$ cat config.mk
export PLATFORM = sky130hd
export DESIGN_NAME = xcvr_busy_tracker
export DESIGN_NICKNAME = d
export VERILOG_FILES = /design/src/rtl/xcvr_busy_pkg.sv /design/src/rtl/xcvr_busy_decode.sv /design/src/rtl/xcvr_busy_flag.sv /design/src/rtl/xcvr_busy_tracker.sv
export SDC_FILE = /design/constraint.sdc
export NUM_CORES = 1
export LEC_CHECK = 0
export ABC_AREA = 1
export BUFFER_PORTS_ARGS = -buffer_cell sky130_fd_sc_hd__buf_2
export CORE_MARGIN = 2
export CORE_UTILIZATION = 30
export DETAILED_ROUTE_END_ITERATION = 10
export PLACE_DENSITY = 0.64
export SLEW_MARGIN = 20
export SYNTH_ARGS = -nofsm -noshare
export SYNTH_HDL_FRONTEND = slang
export SYNTH_HIERARCHICAL = 1
export SYNTH_SLANG_ARGS = --single-unit
$ cat constraint.sdc
create_clock -name clk -period 1.4 [get_ports clk]
set_input_delay 0.21 -clock clk [delete_from_list [all_inputs] [get_ports clk]]
set_output_delay 0.21 -clock clk [all_outputs]
set_load 0.01 [all_outputs]
$ cat src/rtl/xcvr_busy_pkg.sv
package xcvr_busy_pkg;

    typedef enum logic [1:0] {
        FLG_TX = 2'd0,
        FLG_RX = 2'd1,
        FLG_CS = 2'd2,
        FLG_UD = 2'd3
    } flag_e;

    localparam int unsigned NUM_FLAGS = 4;

    // Per-tracker request terms produced by the decoder.
    typedef struct packed {
        logic gate;   // controlling enable; low means release pending at frame end
        logic set;    // set event (already qualified by enables)
        logic rel;    // immediate release event
    } flag_req_t;

    typedef struct packed {
        logic busy;
        logic pend;
    } flag_state_t;

    // Shared next-state function of every busy tracker.
    function automatic flag_state_t flag_next(flag_state_t cur, flag_req_t req, logic fe);
        flag_state_t nxt;
        logic        eof_rel;
        eof_rel = cur.pend & fe & ~req.gate;
        if (eof_rel | req.rel) begin
            nxt.busy = 1'b0;
            nxt.pend = 1'b0;
        end else if (req.set) begin
            nxt.busy = 1'b1;
            nxt.pend = 1'b0;
        end else begin
            nxt.busy = cur.busy;
            nxt.pend = cur.busy & ~req.gate;
        end
        return nxt;
    endfunction

endpackage

$ cat src/rtl/xcvr_busy_decode.sv
module xcvr_busy_decode
    import xcvr_busy_pkg::*;
#(
    parameter int unsigned CS_WORDS = 6,
    localparam int unsigned IDX_W   = $clog2(CS_WORDS)
) (
    input  logic                  tx_on,
    input  logic                  cs_on,
    input  logic                  ud_on,
    input  logic                  rx_on,
    input  logic                  rx_lock,
    input  logic                  rx_idle,
    input  logic                  cs_load,
    input  logic [IDX_W-1:0]      cs_word,
    input  logic                  ud_avail,
    output flag_req_t             req [NUM_FLAGS]
);
    localparam logic [IDX_W-1:0] CS_FIRST = '0;
    localparam logic [IDX_W-1:0] CS_LAST  = IDX_W'(CS_WORDS - 1);

    logic cs_first_ld;
    logic cs_last_ld;

    assign cs_first_ld = cs_load & (cs_word == CS_FIRST);
    assign cs_last_ld  = cs_load & (cs_word == CS_LAST);

    always_comb begin
        req[FLG_TX].gate = tx_on;
        req[FLG_TX].set  = tx_on;
        req[FLG_TX].rel  = 1'b0;

        req[FLG_RX].gate = rx_on;
        req[FLG_RX].set  = rx_on & rx_lock;
        req[FLG_RX].rel  = rx_idle;

        req[FLG_CS].gate = tx_on;
        req[FLG_CS].set  = tx_on & cs_on & cs_first_ld;
        req[FLG_CS].rel  = cs_last_ld;

        req[FLG_UD].gate = tx_on;
        req[FLG_UD].set  = tx_on & ud_on & ud_avail;
        req[FLG_UD].rel  = ~ud_avail;
    end
endmodule

$ cat src/rtl/xcvr_busy_flag.sv
module xcvr_busy_flag
    import xcvr_busy_pkg::*;
(
    input  logic      clk,
    input  logic      rst,
    input  flag_req_t req,
    input  logic      frame_end,
    output logic      busy
);
    flag_state_t st;

    always_ff @(posedge clk) begin
        if (rst) begin
            st <= '0;
        end else begin
            st <= flag_next(st, req, frame_end);
        end
    end

    assign busy = st.busy;
endmodule

$ cat src/rtl/xcvr_busy_tracker.sv
module xcvr_busy_tracker
    import xcvr_busy_pkg::*;
#(
    parameter int unsigned CS_WORDS = 6,
    localparam int unsigned IDX_W   = $clog2(CS_WORDS)
) (
    input  logic             clk,
    input  logic             rst,
    input  logic             tx_on,
    input  logic             cs_on,
    input  logic             ud_on,
    input  logic             rx_on,
    input  logic             frame_end,
    input  logic             rx_lock,
    input  logic             rx_idle,
    input  logic             cs_load,
    input  logic [IDX_W-1:0] cs_word,
    input  logic             ud_avail,
    output logic             tx_busy,
    output logic             rx_busy,
    output logic             cs_busy,
    output logic             ud_busy
);
    flag_req_t            req [NUM_FLAGS];
    logic [NUM_FLAGS-1:0] busy_vec;

    xcvr_busy_decode #(.CS_WORDS(CS_WORDS)) u_dec (
        .tx_on    (tx_on),
        .cs_on    (cs_on),
        .ud_on    (ud_on),
        .rx_on    (rx_on),
        .rx_lock  (rx_lock),
        .rx_idle  (rx_idle),
        .cs_load  (cs_load),
        .cs_word  (cs_word),
        .ud_avail (ud_avail),
        .req      (req)
    );

    for (genvar g = 0; g < NUM_FLAGS; g++) begin : g_flag
        xcvr_busy_flag u_flag (
            .clk       (clk),
            .rst       (rst),
            .req       (req[g]),
            .frame_end (frame_end),
            .busy      (busy_vec[g])
        );
    end

    assign tx_busy = busy_vec[FLG_TX];
    assign rx_busy = busy_vec[FLG_RX];
    assign cs_busy = busy_vec[FLG_CS];
    assign ud_busy = busy_vec[FLG_UD];
endmodule

# Yosys cells after proc, flatten, opt, wreduce, memory -nomap -nowiden
# Cells that the tools add are included.
dict set report op_classes {
  eq_ne 1
  n_bitwise 25
  reduce_logical 9
}
# operator count
set op_table {}
lappend op_table {{AND 1 bit} 19}
lappend op_table {{OR reduction 3 bit} 4}
lappend op_table {{OR reduction 2 bit} 4}
lappend op_table {{== test 3 bit (second input constant)} 1}
lappend op_table {{zero test 3 bit} 1}
lappend op_table {{inverter 1 bit} 3}
lappend op_table {{OR 1 bit} 3}
dict set report word_totals {
  ff_bits 8
  in_bits 14
  output_inout_bits 4
  elab_cells 43
}

# Depth between registers and ports, before layout
# Gate-level depths: netlist of run 1.
dict set report logic_depth {
  ltp_word 4
  depth_mapped 7
}

# Cells and area by module
# Netlist of run 1, hierarchy kept.
# module instances cells_per_inst area_each_um2 seq_area_each_um2
set modules_own_cells {}
lappend modules_own_cells {xcvr_busy_flag 4 13 88.8 40.0}
lappend modules_own_cells {xcvr_busy_decode 1 23 120.1 0.0}

# Worst setup path before layout of run 1
# Ideal clock, no wire load.
dict set report synth_timing {
  kind {input to register}
  from {input cs_word[2]}
  to {register g_flag[2].u_flag.st (netlist bit g_flag[2].u_flag/busy)}
  setup_ps 115
  arrival_time_ps 631
  required_ps 1285
  slack_ps 654
  path_stages 6
  cell_sequence {inv_1 -> nor3_1 -> buf_4 -> inv_1 -> nand2_1 -> nor2_1}
}
dict set report synth_via {
  elab_chain_cells 4
  word_cells_on_any_way 7
  cone_classes {eq/ne (1); bitwise (4); reduce/logical (2)}
}
# item line
set synth_rtl {}
lappend synth_rtl {{start, declared} xcvr_busy_tracker.sv:17} ;# input logic [IDX_W-1:0] cs_word,
lappend synth_rtl {{== test 3 bit} xcvr_busy_decode.sv:25} ;# assign cs_last_ld = cs_load & (cs_word == CS_LAST);
lappend synth_rtl {{AND 1 bit} xcvr_busy_decode.sv:25}
lappend synth_rtl {{via u_dec.cs_last_ld} xcvr_busy_decode.sv:22} ;# logic cs_last_ld;
lappend synth_rtl {{OR 1 bit} xcvr_busy_pkg.sv:29} ;# if (eof_rel | req.rel) begin
lappend synth_rtl {{OR reduction 2 bit (no source line)} n/a}
lappend synth_rtl {{end signal, assigned} xcvr_busy_flag.sv:16} ;# st <= flag_next(st, req, frame_end);
lappend synth_rtl {{end, declared} xcvr_busy_flag.sv:10} ;# flag_state_t st;
# The timed path passes the listed nets, and every way through them passes these cells.
# A chain may end at the register's enable or synchronous reset.

# Worst setup path in the final report of run 1
dict set report layout_timing {
  from {register g_flag[2].u_flag.st (netlist bit g_flag[2].u_flag/busy)}
  to {output cs_busy}
}
# item line
set layout_rtl {}
lappend layout_rtl {{end, declared} xcvr_busy_tracker.sv:21} ;# output logic cs_busy,
# No word-level cell between the ends.

==> results by group, run 1 <==
GRT
  • Global Route Usage Sum: 9.51%
  • Initial antenna violation count: 0
  • Congestion Overflow GR: 0
  • Pin count of the biggest net entering global routing: 11
  • Vias in the first global route: approximately 380
  • Global-route wire length before repair: between 1000 and 1500 µm

Setup path
  • CP max stage cell: dfxtp_1
  • CP top delay family: flip-flops
  • R2R depth: 4
  • Crit-path cells: buf_2
  • Worst Path Required: about 1.2 ns
  • WP data arrival: 0.74 ns
  • CP startpoint: g_flag[2].u_flag/busy
  • Critical Path Stages: 1
  • Crit path max fanout: 3
  • Worst setup EP type: primary output
  • CP Launch Type: flop
  • Max stage delay on crit path: 0.35 ns
  • Worst setup path end: cs_busy
  • R2R setup slack: between 0.7 and 0.8 ns
  • Crit Path Class: flop to primary output
  • Reg-to-Reg Start: g_flag[2].u_flag/busy
  • RR Endpoint: g_flag[2].u_flag/st[0]
  • Worst Path Buf+Inv: 1

Worst hold path
  • Min-delay worst type: primary input to flop

Power and ir drop
  • Design Power: ~470 µW
  • Peak supply drop: around 0.30 mV
  • Lkg Pwr: just over 0.3 nW
  • Pwr Density: 874 nW/µm²

Drt
  • Drt first pass iters: 4
  • Via count: 420
  • Final ANT Viol Nets: 0
  • Starting DRT DRC Count: 8
  • DRC: 0
  • Vias/cell: around 4.1
  • DRT Wirelength: about 790 µm
  • DR WL/cell: between 7 and 8 µm

Yosys
  • Fraction of registers with async set/reset: 0%
  • Post-synth EDFFs: 0
  • Synth Area per Inst: 6.34 µm²
  • Register area share after synthesis: between 30% and 40%
  • Synth top area share: between 30% and 40%
  • Synth Cell Area: between 400 and 500 µm²
  • Most common cell in the netlist: inv_1
  • Mapped Nets: 89
  • Ys Warns: 6
  • Synth cell count leaders: 16 x inv_1, 14 x nand2_1, 14 x nor2_1
  • Synth top area cells: dfxtp_1 34%, buf_4 13%, inv_1 13%
  • Area leader, netlist: dfxtp_1
  • Synth cell types: 10
  • Synth Instances: 75
  • Most used DFF post-synth: dfxtp_1
  • Number of synthesized register bits: 8

CTS
  • Worst-path clk slew: 0.06 ns
  • Post-CTS setup buffers: 0
  • CTS tree: yes
  • H-tree depth: 1
  • Clock tree buffer depth: 2
  • Skew-Pair Late Insertion Delay: approximately 0.25 ns
  • Hold Buf Count CTS: 0
  • Post-CTS sizing: 0
  • Root Buffer: clkbuf_4
  • CTS Buf Count: 3
  • Clock sink count: 8

Placed design
  • Post-Place Cell Area: around 520 µm²
  • Detail Placement HPWL: ~630 µm
  • Port Buffers: 17
  • RePlAce Congestion: 0.661
  • Dpl cells: 100
  • Post-place setup slack: approximately 0.46 ns

Layout
  • Number of fill cells: approximately 160
  • Register area: about 160 µm²
  • Synth-to-Final Area Change: 14.2%
  • Final #Nets: around 100
  • Layout cell share with drive strength beyond 1: between 20 and 30%
  • Diodes inserted: 0
  • Post-route cell area: 543 µm²
  • Multi-input logic area: 195 µm²
  • Post-layout util: between 30 and 40%
  • Layout Cells excl Fill: 103

STA
  • Final Hold Fails: 0
  • Worst hold slack: 0.212 ns
  • Fmax: roughly 1.1 GHz
  • Period utilization: around two thirds
  • Setup-failing EPs final: 0
  • Slew Viols, Final: 0
  • RSZ-0062 raised after global routing: false
  • Setup ws final: between 0.4 and 0.5 ns
  • Clock Skew: around 0.000095 ns
  • Fin crit period: around 0.95 ns
  • Setup_tns: 0 ns

Floorplan
  • I/O Pins: 18
  • Initial core utilization: between 30% and 40%
  • # rows: 14
  • Die H: roughly 44 µm
  • Horiz. Die Dim: between 40 and 50 µm
  • Die area: between 1500 and 2000 µm²
  • Core ar.: approximately 1500 µm²

Run status
  • Status: finished, final reports clean

Run
  • Max_cap viols: 0
==> layout by cell type, fill, tap and decap left out <==
| cell type | netlist | layout |
|---|---|---|
| buf_2 | 0 | 17 |
| nand3_1 | 4 | 4 |
| nor2_1 | 14 | 14 |
| inv_1 | 16 | 16 |
| o21bai_1 | 4 | 4 |
| conb_1 | 1 | 1 |
| nand2_1 | 14 | 14 |
| nor2_2 | 5 | 5 |
| clkbuf_4 | 0 | 3 |
| dfxtp_1 | 8 | 8 |
| nor3_1 | 1 | 1 |
==> cells by family (layout without fill, tap and decap cells) <==
group,after synthesis,in the layout,share of synthesized area [%]
AOI/OAI and AO/OA,4,4,6.32
buffers and inverters,24,36,25.3
DFF,8,8,33.7
other,1,1,0.789
and+or+nand+nor,38,38,33.9
==> metal layers <==
metal | up-vias | part of all wire (%) | routed length [µm] | global-route usage [%]
met5 | - | 0 | 0 | 0
met4 | 0 | 0 | 0 | 7.27
met3 | 0 | 10 | 79 | 2.50
met2 | 16 | 45 | 360 | 14.7
met1 | 168 | 44 | 352 | 11.1
li1 | 236 | - | - | -
==> worst min-delay path, stage by stage <==
cell     delay (ns)
buf_2          0.07
inv_1          0.03
nand2_1        0.07
nor2_1         0.04
==> flip-flops by register name, indices dropped and copies added, names as in the netlist <==
name and flops:
g_flag.u_flag/busy 4, g_flag.u_flag/st 4
==> power breakdown <==
| part | internal (mW) | leakage (nW) | switching [mW] | total [mW] |
|---|---|---|---|---|
| Clock | 0.0982 | 0.0138 | 0.0801 | 0.178 |
| Combinational | 0.0283 | 0.230 | 0.0341 | 0.0624 |
| Sequential | 0.232 | 0.0648 | 0.00225 | 0.234 |
==> final cells by class <==
cell class              count  share of cell area (%)
repair buffers             17                    15.7
multi-input cells          43                    35.9
flip-flops and latches      8                    29.5
inverters                  16                    11.1
well taps                  16                    3.69
clock buffers               3                    4.15
==> worst min-delay path by stage <==
stage | startpoint | end | slack [ns] | depth (start not counted)
4_1_cts | rx_idle | g_flag[1].u_flag/busy | 0.21 | 4
6_report | rx_idle | g_flag[1].u_flag/busy | 0.21 | 4
5_1_grt | rx_idle | g_flag[1].u_flag/busy | 0.23 | 4
3_5_place_dp | rx_idle | g_flag[1].u_flag/busy | 0.48 | 4
3_3_place_gp | rx_idle | g_flag[1].u_flag/busy | 0.48 | 4
2_1_floorplan | rst | g_flag[0].u_flag/st[0] | 0.36 | 3
Note: power is estimated with default switching activity, not from simulation.
==> inputs of run 2 (changes only) <==
==> constraint.sdc (replaced) <==
create_clock -name clk -period 0.9 [get_ports clk]
set_input_delay 0.135 -clock clk [delete_from_list [all_inputs] [get_ports clk]]
set_output_delay 0.135 -clock clk [all_outputs]
set_load 0.01 [all_outputs]
==> run 2 against run 1 <==
- sequential share of layout area grew 0.24 points
- clock skew about the same
- wire length rose by 2.3%
- register-to-register slack got worse by 0.47 ns
- sequential power is 56% higher
- clock-buffer cell count stayed put
- setup slack got worse by 0.40 ns
- critical path depth is the same
- global-route usage grew 0.95 points
- final area grew 2.3%
- final cell count increased by 0.97%
- clock power rose by 54%
- critical path type unchanged
- critical endpoint unchanged
==> results by group, run 2 (synthesis gave the netlist of run 1 again) <==
Run status
  • Status: finished, final reports clean (unchanged)

CTS
  • Root Buffer: clkbuf_4 (unchanged)
  • Hold Buf Count CTS: 0 (unchanged)
  • Clock tree buffer depth: 2 (unchanged)
  • Post-CTS sizing: 0 (unchanged)
  • CTS tree: yes (unchanged)
  • Skew-Pair Late Insertion Delay: 0.25 ns (about the same)
  • Clock sink count: 8 (unchanged)
  • H-tree depth: 1 (unchanged)
  • Worst-path clk slew: 0.06 ns (about the same)
  • CTS Buf Count: 3 (unchanged)
  • Post-CTS setup buffers: 0 (unchanged)

Power and ir drop
  • Lkg Pwr: 0.315 nW (was 0.309 nW)
  • Sequential share of power: 49.3% (about the same)
  • Pwr Density: 1330 nW/µm² (was 874 nW/µm²)
  • Internal cell power: 561 µW (was 358 µW)
  • Switching Share: 24.2% (was 24.5%)
  • Peak supply drop: 0.706 mV (was 0.303 mV)
  • Net Sw Power: 179 µW (was 116 µW)
  • Logic gate share of total power: 13.6% (was 13.1%)
  • Design Power: 741 µW (was 475 µW)
  • Clock share of power: 37.1% (was 37.6%)

Setup path
  • RR Endpoint: g_flag[2].u_flag/st[0] (unchanged)
  • Worst Path Required: 0.76 ns (was 1.19 ns)
  • R2R setup slack: 0.25 ns (was 0.72 ns)
  • CP max stage cell: dfxtp_2 (was dfxtp_1)
  • R2R depth: 4 (unchanged)
  • CP Launch Type: flop (unchanged)
  • Crit path max fanout: 3 (unchanged)
  • Worst Path Buf+Inv: 1 (unchanged)
  • Crit-path cells: buf_2 (unchanged)
  • Max stage delay on crit path: 0.33 ns (was 0.35 ns)
  • Reg-to-Reg Start: g_flag[2].u_flag/busy (unchanged)
  • WP data arrival: 0.71 ns (was 0.74 ns)
  • Worst setup EP type: primary output (unchanged)
  • CP top delay family: flip-flops (unchanged)
  • Crit Path Class: flop to primary output (unchanged)

Layout
  • Layout Cells excl Fill: 104 (was 103)
  • Register area: 165 µm² (was 160 µm²)
  • Layout cell share with drive strength beyond 1: 34.1% (was 28.7%)
  • Number of fill cells: 172 (was 164)
  • Most frequent cells in the layout: 17 x buf_2, 16 x inv_1, 14 x nand2_1, 14 x nor2_1, 5 x nor2_2 (was 17 x buf_2, 16 x inv_1, 14 x nand2_1, 14 x nor2_1, 8 x dfxtp_1)
  • Commonest non-fill, non-tap cell in the layout: buf_2 (unchanged)
  • Diodes inserted: 0 (unchanged)
  • Multi-input logic area: 195 µm² (unchanged)
  • Final #Nets: 104 (was 103)
  • Post-route cell area: 556 µm² (was 543 µm²)
  • Synth-to-Final Area Change: 16.8% (was 14.2%)

Drt
  • Starting DRT DRC Count: 4 (was 8)
  • DRT Wirelength: 810 µm (was 792 µm)
  • DRC: 0 (unchanged)
  • DR WL/cell: 7.79 µm (was 7.69 µm)
  • Vias/cell: 4.21 (was 4.08)
  • Drt first pass iters: 2 (was 4)
  • Via count: 438 (was 420)
  • Final ANT Viol Nets: 0 (unchanged)

GRT
  • Congestion Overflow GR: 0 (unchanged)
  • Initial antenna violation count: 0 (unchanged)
  • Busiest layer in global routing: met2 (unchanged)
  • Met3 Track Usage GR: 6.25% (was 2.50%)
  • Global Route Usage Sum: 10.5% (was 9.51%)
  • M1 GR Usage: 10.1% (was 11.1%)
  • Global-route wire length before repair: 1400 µm (was 1340 µm)
  • Pin count of the biggest net entering global routing: 9 (was 11)
  • Vias in the first global route: 381 (was 375)
  • M2 GR Usage: 17.4% (was 14.7%)

Worst hold path
  • Min-delay worst type: primary input to flop (unchanged)
  • Worst Hold Launch: rx_idle (unchanged)
  • Hold Path Sink: g_flag[1].u_flag/busy (unchanged)
  • Hold path cells: 4 (unchanged)

STA
  • Setup_tns: 0 ns (unchanged)
  • Fin crit period: roughly 0.85 ns
  • Final Hold Fails: 0 (unchanged)
  • Slew Viols, Final: 0 (unchanged)
  • Fmax: ~1.2 GHz
  • Setup-failing EPs final: 0 (unchanged)
  • RSZ-0062 raised after global routing: false (unchanged)
  • Clock Skew: 0.000164 ns (was 0.0000947 ns)
  • Period utilization: between 90% and 100%

Placed design
  • Detail Placement HPWL: 648 µm (was 633 µm)
  • Port Buffers: 17 (unchanged)
  • RePlAce Congestion: 0.665 (was 0.661)
  • Post-Place Cell Area: 528 µm² (was 520 µm²)
  • Dpl cells: 101 (was 100)

Run
  • Max_cap viols: 0 (unchanged)

Floorplan
  • Die H: 43.8 µm (unchanged)
  • Horiz. Die Dim: 43.8 µm (unchanged)
  • Die area: 1920 µm² (unchanged)
  • # rows: 14 (unchanged)
  • Core ar.: 1490 µm² (unchanged)
  • Initial core utilization: 31.9% (unchanged)
  • I/O Pins: 18 (unchanged)
==> run 2: cell count changes in the layout (fill, tap and decap cells not counted) <==
| cell | delta |
|---|---|
| dfxtp_1 | -4 |
| buf_4 | +1 |
| dfxtp_2 | +4 |
==> run 2: tightest hold or removal path: cells and delay by family <==
kind,cells,cell delay (ns)
AND/OR/NAND/NOR,2,0.11
buffers and inverters,2,0.10
==> run 2: power by group through the flow <==
stage	clock, mW	sequential, mW	combinational, mW
floorplan	0	0.374	0.0699
global placement	0	0.372	0.100
detailed placement	0	0.372	0.102
CTS	0.288	0.364	0.102
global route	0.317	0.366	0.116
finish	0.275	0.365	0.101
==> run 2: layout make-up <==
class | count | area share (%)
clock buffers | 3 | 4.05
well taps | 16 | 3.60
repair buffers | 18 | 16.7
multi-input cells | 43 | 35.1
flip-flops and latches | 8 | 29.7
inverters | 16 | 10.8
==> run 2: layer usage <==
metal | vias to the layer above | routed length, µm
met5 | - | 0
met4 | 0 | 13
met3 | 2 | 87
met2 | 16 | 388
met1 | 184 | 320
li1 | 236 | -
==> run 2: per-stage QoR <==
| step | worst slack (ns) | hold slack [ns] | utilization (%) |
|---|---|---|---|
| floorplan | 0.221 | 0.285 | - |
| finish | 0.0544 | 0.136 | 37.3 |
| detailed placement | 0.0795 | 0.409 | 35.5 |
| CTS | 0.0134 | 0.146 | 37.0 |
| global route | 0.0114 | 0.139 | 37.3 |
| global placement | 0.106 | 0.407 | 35.5 |
==> run 2: worst max-delay path by stage <==
stage | start | endpoint | cells after the start
floorplan | g_flag[3].u_flag/busy | g_flag[3].u_flag/st[0] | 4
global placement | tx_on | g_flag[2].u_flag/st[0] | 8
detailed placement | tx_on | g_flag[2].u_flag/st[0] | 8
CTS | g_flag[0].u_flag/busy | tx_busy | 1
global route | g_flag[3].u_flag/busy | ud_busy | 1
finish | g_flag[2].u_flag/busy | cs_busy | 1
